`config.mk`:
```
export PLATFORM = sky130hd
export DESIGN_NAME = tmr_irq_ctrl
export DESIGN_NICKNAME = d
export VERILOG_FILES = /design/src/rtl/tmr_irq_pkg.sv /design/src/rtl/tmr_irq_evmap.sv /design/src/rtl/tmr_irq_status.sv /design/src/rtl/tmr_irq_reqgen.sv /design/src/rtl/tmr_irq_ctrl.sv
export SDC_FILE = /design/constraint.sdc
export NUM_CORES = 1
export LEC_CHECK = 0
export ABC_AREA = 1
export CELL_PAD_IN_SITES_DETAIL_PLACEMENT = 0
export CELL_PAD_IN_SITES_GLOBAL_PLACEMENT = 1
export CORE_ASPECT_RATIO = 0.8
export CORE_MARGIN = 4
export CORE_UTILIZATION = 24
export CTS_CLUSTER_DIAMETER = 80
export DETAILED_ROUTE_END_ITERATION = 8
export GPL_TIMING_DRIVEN = 0
export PLACE_DENSITY_LB_ADDON = 0.1
export SLEW_MARGIN = 20
export SYNTH_ARGS = -nofsm -noshare
export SYNTH_HDL_FRONTEND = slang
export SYNTH_SLANG_ARGS = --single-unit
```
`constraint.sdc`:
```
create_clock -name clk -period 2 [get_ports clk]
set_input_delay 0.2 -clock clk [delete_from_list [all_inputs] [get_ports clk]]
set_output_delay 0.2 -clock clk [all_outputs]
set_load 0.01 [all_outputs]
```
`src/rtl/tmr_irq_pkg.sv`:
```
// Shared constants for the timer interrupt unit: register selects, source
// bit positions and the derived group masks.
// Assumes REG_W of at least 17 so the highest source bit fits.
package tmr_irq_pkg;

    localparam int REG_W   = 32;
    localparam int ADDR_W  = 2;
    localparam int CH_EVT  = 4;

    // Bit position of each per-channel source, index = evt_a/evt_b bit
    localparam int A_POS [CH_EVT] = '{0, 1, 2, 4};
    localparam int B_POS [CH_EVT] = '{8, 9, 10, 11};
    localparam int RTC_POS = 3;
    localparam int WUE_POS = 16;

    typedef enum logic [ADDR_W-1:0] {
        SEL_MASK  = 2'd0,
        SEL_RAW   = 2'd1,
        SEL_MSTAT = 2'd2,
        SEL_CLEAR = 2'd3
    } reg_sel_e;

    // Bits that feed the channel A request line
    function automatic logic [REG_W-1:0] grp_a_bits();
        logic [REG_W-1:0] v;
        v = '0;
        for (int i = 0; i < CH_EVT; i++) v[A_POS[i]] = 1'b1;
        v[RTC_POS] = 1'b1;
        return v;
    endfunction

    // Bits that feed the channel B request line
    function automatic logic [REG_W-1:0] grp_b_bits();
        logic [REG_W-1:0] v;
        v = '0;
        for (int i = 0; i < CH_EVT; i++) v[B_POS[i]] = 1'b1;
        v[WUE_POS] = 1'b1;
        return v;
    endfunction

    localparam logic [REG_W-1:0] GRP_A = grp_a_bits();
    localparam logic [REG_W-1:0] GRP_B = grp_b_bits();
    localparam logic [REG_W-1:0] VALID = GRP_A | GRP_B;

endpackage

```
`src/rtl/tmr_irq_evmap.sv`:
```
// Event mapper: places the per-channel and shared event pulses onto their
// status bit positions. Purely combinational.
// Assumes one-cycle pulses from the timer counters.
module tmr_irq_evmap
    import tmr_irq_pkg::*;
(
    input  logic [CH_EVT-1:0] evt_a,
    input  logic [CH_EVT-1:0] evt_b,
    input  logic              evt_rtc,
    input  logic              evt_wue,
    output logic [REG_W-1:0]  evt_vec
);

    // Scatter each pulse onto its bit; reserved bits stay zero
    always_comb begin
        evt_vec = '0;
        for (int i = 0; i < CH_EVT; i++) begin
            evt_vec[A_POS[i]] = evt_a[i];
            evt_vec[B_POS[i]] = evt_b[i];
        end
        evt_vec[RTC_POS] = evt_rtc;
        evt_vec[WUE_POS] = evt_wue;
    end

endmodule

```
`src/rtl/tmr_irq_status.sv`:
```
// Status bank: one mask flop and one raw status flop for each implemented
// bit. Reserved bits have no flops and read as zero. An event beats a
// clear on the same bit.
// Assumes the write strobes are already decoded from the register port.
module tmr_irq_status #(
    parameter int               REG_W = 32,
    parameter logic [REG_W-1:0] VALID = '1
) (
    input  logic             clk,
    input  logic             rst_n,
    input  logic [REG_W-1:0] evt_vec,
    input  logic             mask_we,
    input  logic             clr_we,
    input  logic [REG_W-1:0] wdata,
    output logic [REG_W-1:0] mask_q,
    output logic [REG_W-1:0] raw_q
);

    logic [REG_W-1:0] clr_bits;

    // Bits that a clear write hits this cycle
    assign clr_bits = clr_we ? wdata : '0;

    for (genvar b = 0; b < REG_W; b++) begin : g_bit
        if (VALID[b]) begin : g_live
            logic m_r;
            logic r_r;
            // Mask bit: loaded by a mask write
            always_ff @(posedge clk) begin
                if (!rst_n)       m_r <= 1'b0;
                else if (mask_we) m_r <= wdata[b];
            end
            // Raw bit: set by an event, dropped by a clear; the event wins
            always_ff @(posedge clk) begin
                if (!rst_n) r_r <= 1'b0;
                else        r_r <= evt_vec[b] | (r_r & ~clr_bits[b]);
            end
            assign mask_q[b] = m_r;
            assign raw_q[b]  = r_r;
        end else begin : g_rsvd
            assign mask_q[b] = 1'b0;
            assign raw_q[b]  = 1'b0;
        end
    end

    AST_MASK_LOAD: assert property (@(posedge clk) disable iff (!rst_n)
        mask_we |=> mask_q == ($past(wdata) & VALID));

    AST_RAW_CATCH: assert property (@(posedge clk) disable iff (!rst_n)
        (|(evt_vec & VALID)) |=> ((raw_q & $past(evt_vec & VALID)) == $past(evt_vec & VALID)));

    AST_CLR_DROP: assert property (@(posedge clk) disable iff (!rst_n)
        clr_we |=> ((raw_q & $past(clr_bits & ~evt_vec)) == '0));

    AST_RAW_HOLD: assert property (@(posedge clk) disable iff (!rst_n)
        (|raw_q) |=> ((($past(raw_q) & ~$past(clr_bits)) & ~raw_q) == '0));

    AST_EVT_WINS: assert property (@(posedge clk) disable iff (!rst_n)
        (|(clr_bits & evt_vec & VALID)) |=> ((raw_q & $past(clr_bits & evt_vec & VALID)) != '0));

endmodule

```
`src/rtl/tmr_irq_reqgen.sv`:
```
// Request generator: reduces the masked status onto the two level request
// lines using the group masks given as parameters.
// Assumes the masked status input is built from registers, so no glitches.
module tmr_irq_reqgen #(
    parameter int               REG_W = 32,
    parameter logic [REG_W-1:0] GRP_A = '0,
    parameter logic [REG_W-1:0] GRP_B = '0
) (
    input  logic [REG_W-1:0] masked,
    output logic             irq_a,
    output logic             irq_b
);

    // OR-reduce each channel's group of masked bits
    always_comb begin
        irq_a = |(masked & GRP_A);
        irq_b = |(masked & GRP_B);
    end

endmodule

```
`src/rtl/tmr_irq_ctrl.sv`:
```
// Timer interrupt unit top: decodes the register port, holds mask and raw
// status, forms the masked view and drives one request line per channel.
// Assumes a single-cycle write strobe; reads are combinational.
module tmr_irq_ctrl
    import tmr_irq_pkg::*;
(
    input  logic              clk,
    input  logic              rst_n,
    input  logic [CH_EVT-1:0] evt_a,
    input  logic [CH_EVT-1:0] evt_b,
    input  logic              evt_rtc,
    input  logic              evt_wue,
    input  logic              reg_wr,
    input  logic [ADDR_W-1:0] reg_addr,
    input  logic [REG_W-1:0]  reg_wdata,
    output logic [REG_W-1:0]  reg_rdata,
    output logic              irq_a,
    output logic              irq_b
);

    logic [REG_W-1:0] evt_vec;
    logic [REG_W-1:0] mask_q;
    logic [REG_W-1:0] raw_q;
    logic [REG_W-1:0] masked;
    logic             mask_we;
    logic             clr_we;
    reg_sel_e         sel;

    // Register select and write strobes
    always_comb begin
        sel     = reg_sel_e'(reg_addr);
        mask_we = reg_wr && (sel == SEL_MASK);
        clr_we  = reg_wr && (sel == SEL_CLEAR);
    end

    tmr_irq_evmap u_evmap (
        .evt_a   (evt_a),
        .evt_b   (evt_b),
        .evt_rtc (evt_rtc),
        .evt_wue (evt_wue),
        .evt_vec (evt_vec)
    );

    tmr_irq_status #(
        .REG_W (REG_W),
        .VALID (VALID)
    ) u_status (
        .clk     (clk),
        .rst_n   (rst_n),
        .evt_vec (evt_vec),
        .mask_we (mask_we),
        .clr_we  (clr_we),
        .wdata   (reg_wdata),
        .mask_q  (mask_q),
        .raw_q   (raw_q)
    );

    // Masked view: only enabled sources survive
    assign masked = raw_q & mask_q;

    tmr_irq_reqgen #(
        .REG_W (REG_W),
        .GRP_A (GRP_A),
        .GRP_B (GRP_B)
    ) u_reqgen (
        .masked (masked),
        .irq_a  (irq_a),
        .irq_b  (irq_b)
    );

    // Read multiplexer; the clear register has no storage and reads zero
    always_comb begin
        unique case (sel)
            SEL_MASK:  reg_rdata = mask_q;
            SEL_RAW:   reg_rdata = raw_q;
            SEL_MSTAT: reg_rdata = masked;
            default:   reg_rdata = '0;
        endcase
    end

    AST_NO_MASK_NO_IRQ: assert property (@(posedge clk) disable iff (!rst_n)
        (mask_q == '0) |-> (!irq_a && !irq_b));

    AST_CLR_READS_ZERO: assert property (@(posedge clk) disable iff (!rst_n)
        (reg_addr == 2'd3) |-> (reg_rdata == '0));

    AST_RAW_WR_IGNORED: assert property (@(posedge clk) disable iff (!rst_n)
        (reg_wr && reg_addr == 2'd1 && (evt_vec == '0)) |=> (raw_q == $past(raw_q)));

    AST_RESET_QUIET: assert property (@(posedge clk)
        !rst_n |=> (!irq_a && !irq_b && raw_q == '0 && mask_q == '0));

endmodule

```
==> results.ini, run 1 <==
[routing]
drt_first_pass_iters = 4
wirelength_mm = 3.38
via_per_inst = 3.94
ant_nets = 0
vias = 1181
wl_per_cell_um = 11.3
drt-initial-drc-count = 46
drc = 0

[placed_design]
routabilityCongestion = 0.711
place_area_um2 = 1700
dp_hpwl_mm = 2.46
io_buffers = 36

[grt]
grt_usage_pct = 11.1
grt_overflow = 0
grt_max_degree = 11
first_global_vias = 1095
grt_pass1_wl_mm = 5.36
antenna_found_initial = 0

[critical_path]
critPathMaxFanout = 10
worst_ep_required_time_ns = 1.80
cp_num_buf_inv = 4
cp-endpoint = reg_rdata[3]
ff2ff_path_depth = 2
crit_path_max_incr_delay_ns = 0.53
endpoint_kind = output port
crit_start = reg_addr[1]
cp.arrival_ns = 1.67
rrSetupSlack_ns = 1.39
crit_type = primary input to output port
cp-start-kind = primary input
critical-path-top-delay-family = buffers and inverters
cpMostUsedCell = clkdlybuf4s50_1
path_depth = 6
path_cells = clkdlybuf4s50_1 -> nor2_2 -> buf_6 -> o21ai_0 -> inv_1 -> clkdlybuf4s50_1
r2r-end = u_status.g_bit[8].g_live.r_r
slowest_stage = clkdlybuf4s50_1
reg2reg_from = u_status.g_bit[8].g_live.r_r

[layout]
syn_to_final_growth_pct = 48.3
final_cell_mix = clkdlybuf4s50_1 (35), inv_1 (31), buf_4 (24)
final_common_cell = clkdlybuf4s50_1
fin_nets = 289
n_antenna_cell = 0
drive_above_1_share_pct = 14.6
design_area_um2 = 1760
finish.utilization_pct = 37.7

[floorplan]
start_util_pct = 25.4
num_rows = 22
dieArea_um2 = 6160
die_w_um = 86.7
die_h_um = 71.0
core_area_um2 = 4680
io-pin-count = 81

[synth]
synth_compound_area_share_pct = 16.8
synth-seq-area-share_pct = 33.6
ys_seq_elements = 20
ys_warn_count = 0
syn_area_per_cell_um2 = 6.61
post_synth_num_cell_types = 20
synth_cells = 180
synth_mux_area_share_pct = 0
synth_top_family_by_area = buffers and inverters
synth_xor_area_share_pct = 0
synth_area_um2 = 1190
synthAdderAreaFrac_pct = 0
synth_simple_gate_area_share_pct = 21.3

[sta]
hold_viol = 0
drv_slew = 0
hold_slack_ns = 0.477
final.setup.tns_ns = 0
period_minus_slack_ns = 1.87
layout_worst_path_cycle_share_pct = 93.5
clock_skew_ns = 0
rsz0062_at_grt = no
max_freq_mhz = 535
setup_viol_count_final = 0

[clocking]
htreeDepth = 1
numCtsBuffers = 3
cts_tree = built
clkLatencyLatePin_ns = 0.26
clk_pin_slew_ns = 0.08
cts_sinks = 20
cts_root_buf = clkbuf_8
clockBufferDepth = 2
post_cts_buffers = 0

[pwr]
p_per_area_nw_per_um2 = 545
leakage_uw = 0.000870
power_uw = 961
irDropWorstVdd_mv = 0.367

[run_status]
outcome = completed

[flow_run]
max-cap-violations = 0

[hold_path]
hold_class = primary input to register

-- cell type report --
class                   instances  area (um^2)
repair buffers                 36          363
clock buffers                   3         41.3
well taps                      60         75.1
fillers                       537         2920
inverters                      33          124
plain buffers                  29          216
flip-flops and latches         20          400
multi-input cells             119          544
-- cells by family (layout without fill, tap and decap cells) --
| group | after synthesis | in the layout |
|---|---|---|
| DFF | 20 | 20 |
| and+or+nand+nor | 57 | 57 |
| AOI/OAI and AO/OA | 40 | 40 |
| other | 1 | 22 |
| buffers and inverters | 62 | 101 |
-- routing by layer --
metal  global-route usage, %  up-vias  share of wire (%)
met5                       0        -                  0
met4                    1.56        0               0.62
met3                    2.91        2                5.8
met2                    18.5       34                 43
met1                    14.8      500                 50
li1                        -      645                  -
-- repair_timing --
action / CTS / global route
hold buffers: 0 / 0
hold endpoints to repair: 0 / 0
resized for setup: 3 / 6
setup endpoints to repair: 10 / 10
-- sequential cells by signal (all words and copies together) (netlist names) --
name                       flops
u_status.g_bit.g_live.r_r     10
u_status.g_bit.g_live.m_r     10
-- report_power, final --
part	leakage, uW	switching (uW)	total [uW]	internal [uW]
Combinational	0.000683	117	253	136
Sequential	0.000166	17.9	441	423
Clock	0.0000216	132	266	134
Total	0.000870	267	961	693
-- stage by stage --
step           instances  setup slack, ns
6_report             300            0.131
3_5_place_dp         297          -0.0623
4_1_cts              300           0.0127
2_1_floorplan        201             1.16
3_3_place_gp         297          -0.0953
5_1_grt              300           0.0194
-- cell usage after synthesis --
cell type / n / share of area [%]
a21oi_1: 10 / 4.2
conb_1: 1 / 0.32
buf_6: 1 / 0.95
inv_2: 1 / 0.32
clkbuf_2: 1 / 0.42
clkbuf_1: 1 / 0.32
o21ai_0: 18 / 7.6
buf_4: 23 / 15
nand2_2: 1 / 0.53
inv_1: 31 / 9.8
buf_2: 3 / 1.3
nor2_1: 20 / 6.3
dfxtp_1: 20 / 34
nand2_1: 21 / 6.6
nand3_1: 2 / 0.84
clkinv_1: 1 / 0.32
nor2_2: 1 / 0.53
nand4_1: 10 / 5.3
o21ai_1: 12 / 5.0
nand3b_1: 2 / 1.3
-- worst min path at each step --
stage	depth (start not counted)	slack, ns	startpoint	endpoint
after floorplan	2	0.33	evt_a[0]	u_status.g_bit[0].g_live.r_r
after global placement	2	0.47	u_status.g_bit[16].g_live.r_r	u_status.g_bit[16].g_live.r_r
after detailed placement	2	0.47	u_status.g_bit[10].g_live.r_r	u_status.g_bit[10].g_live.r_r
after CTS	3	0.47	evt_rtc	u_status.g_bit[3].g_live.r_r
after global routing	3	0.48	evt_rtc	u_status.g_bit[3].g_live.r_r
final	3	0.48	evt_a[2]	u_status.g_bit[2].g_live.r_r
-- worst register-to-register path, cell delays in order (launching register included) --
cell     delay (ns)
dfxtp_1        0.36
nand2_1        0.06
a21oi_1        0.11
No activity file was read; power rests on OpenSTA's default activity.
==> run 2, diff against run 1 <==
- clock period: 2 -> 2.37 ns (I/O delays scaled with it)
==> results.ini, run 2 (synthesis results as in run 1) <==
[sta]
rsz0062_at_grt = no
drv_slew = 0
final.setup.tns_ns = 0
period_minus_slack_ns = 2.11
setup_viol_count_final = 0
setup_ws_ns = 0.260
clock_skew_ns = 0
hold_slack_ns = 0.476
hold_viol = 0
layout_worst_path_cycle_share_pct = 89.0
max_freq_mhz = 474

[critical_path]
worst_ep_required_time_ns = 2.13
cp.arrival_ns = 1.87
crit_type = primary input to output port
rrSetupSlack_ns = 1.76
reg2reg_from = u_status.g_bit[8].g_live.r_r
r2r-end = u_status.g_bit[8].g_live.r_r
endpoint_kind = output port
cp-start-kind = primary input
critPathMaxFanout = 10
ff2ff_path_depth = 2

[grt]
grt_overflow = 0
grt_usage_pct = 11.1
grt_pass1_wl_mm = 5.36
antenna_found_initial = 0
grt_max_degree = 11
first_global_vias = 1100

[pwr]
internal_power_uw = 583
irDropWorstVdd_mv = 0.308
p_sw_uw = 224
combinationalPowerShare_pct = 26.0
leakage_uw = 0.000854
p_per_area_nw_per_um2 = 462
power_uw = 807
power.share.sequential_pct = 46.1
p_clk_share_pct = 27.9
p_sw_share_pct = 27.7

[clocking]
clockBufferDepth = 2
cts_sinks = 20
numCtsBuffers = 3
cts_root_buf = clkbuf_8
post_cts_buffers = 0
clk_pin_slew_ns = 0.08
cts_resized = 0
htreeDepth = 1
cts_tree = built
clkLatencyLatePin_ns = 0.26
hold_buffers = 0

[run_status]
outcome = completed

[routing]
wl_per_cell_um = 11.2
vias = 1182
ant_nets = 0
wl_met1_mm = 1.67
route.met2.wl_mm = 1.47
wirelength_mm = 3.36
via_per_inst = 3.94
wl_met3_um = 201
drt-initial-drc-count = 48
drc = 0
drt_first_pass_iters = 4
dr.max_layer_used = met4

[floorplan]
start_util_pct = 25.4
core_area_um2 = 4680
die_w_um = 86.7
io-pin-count = 81
dieArea_um2 = 6160
num_rows = 22
die_h_um = 71.0

[layout]
final_common_cell = clkdlybuf4s50_1
top_regs = u_status.g_bit.g_live.m_r x10, u_status.g_bit.g_live.r_r x10
syn_to_final_growth_pct = 46.7
fin_nets = 289
drive_above_1_share_pct = 14.2
n_antenna_cell = 0
fillers = 535
final_cell_mix = clkdlybuf4s50_1 (36), inv_1 (31), buf_4 (23)
finish.utilization_pct = 37.3

[placed_design]
post-place-ws_ns = 0.234
routabilityCongestion = 0.711
dp_hpwl_mm = 2.46
io_buffers = 36

[hold_path]
hold_depth = 2
min_to = u_status.g_bit[4].g_live.r_r
hold_class = register to register
hold_start = u_status.g_bit[4].g_live.r_r

[flow_run]
max-cap-violations = 0

## run 2: routing by layer
metal | global-route usage (%) | vias to the layer above
li1 | - | 644
met1 | 14.6 | 500
met2 | 18.8 | 36
met3 | 2.91 | 2
met4 | 1.56 | 0
met5 | 0 | -
## run 2: area by class of cell
cell class	count	area [um^2]	share of cell area, %
inverters	33	124	7.10
clock buffers	3	41.3	2.37
flip-flops and latches	20	400	22.9
repair buffers	36	360	20.6
plain buffers	29	208	11.9
multi-input cells	119	537	30.8
well taps	60	75.1	4.30
## run 2: how the worst max path moves through the flow
| stage | from | to | slack [ns] |
|---|---|---|---|
| 2_1_floorplan | reg_addr[1] | reg_rdata[0] | 1.45 |
| 3_3_place_gp | reg_addr[0] | reg_rdata[3] | 0.20 |
| 3_5_place_dp | reg_addr[0] | reg_rdata[2] | 0.23 |
| 4_1_cts | reg_addr[0] | reg_rdata[3] | 0.22 |
| 5_1_grt | reg_addr[0] | reg_rdata[1] | 0.05 |
| 6_report | reg_addr[0] | reg_rdata[3] | 0.26 |
## run 2: through the flow
step	instances	cell area [um^2]
after floorplan	201	1270
after global routing	300	1750
after CTS	300	1750
after global placement	297	1700
after detailed placement	297	1700
final	300	1750
## run 2: power by group through the flow
stage	combinational (uW)	sequential [uW]	clock, uW
6_report	210	372	225
5_1_grt	236	376	250
4_1_cts	212	372	234
3_5_place_dp	211	380	0
3_3_place_gp	211	380	0
2_1_floorplan	119	376	0
## run 2: worst max-delay path, cell delays in order
cell and delay (ns):
clkdlybuf4s50_1 0.53, nand2_1 0.25, o21ai_0 0.15, o21ai_0 0.11, inv_1 0.07, clkdlybuf4s50_1 0.53
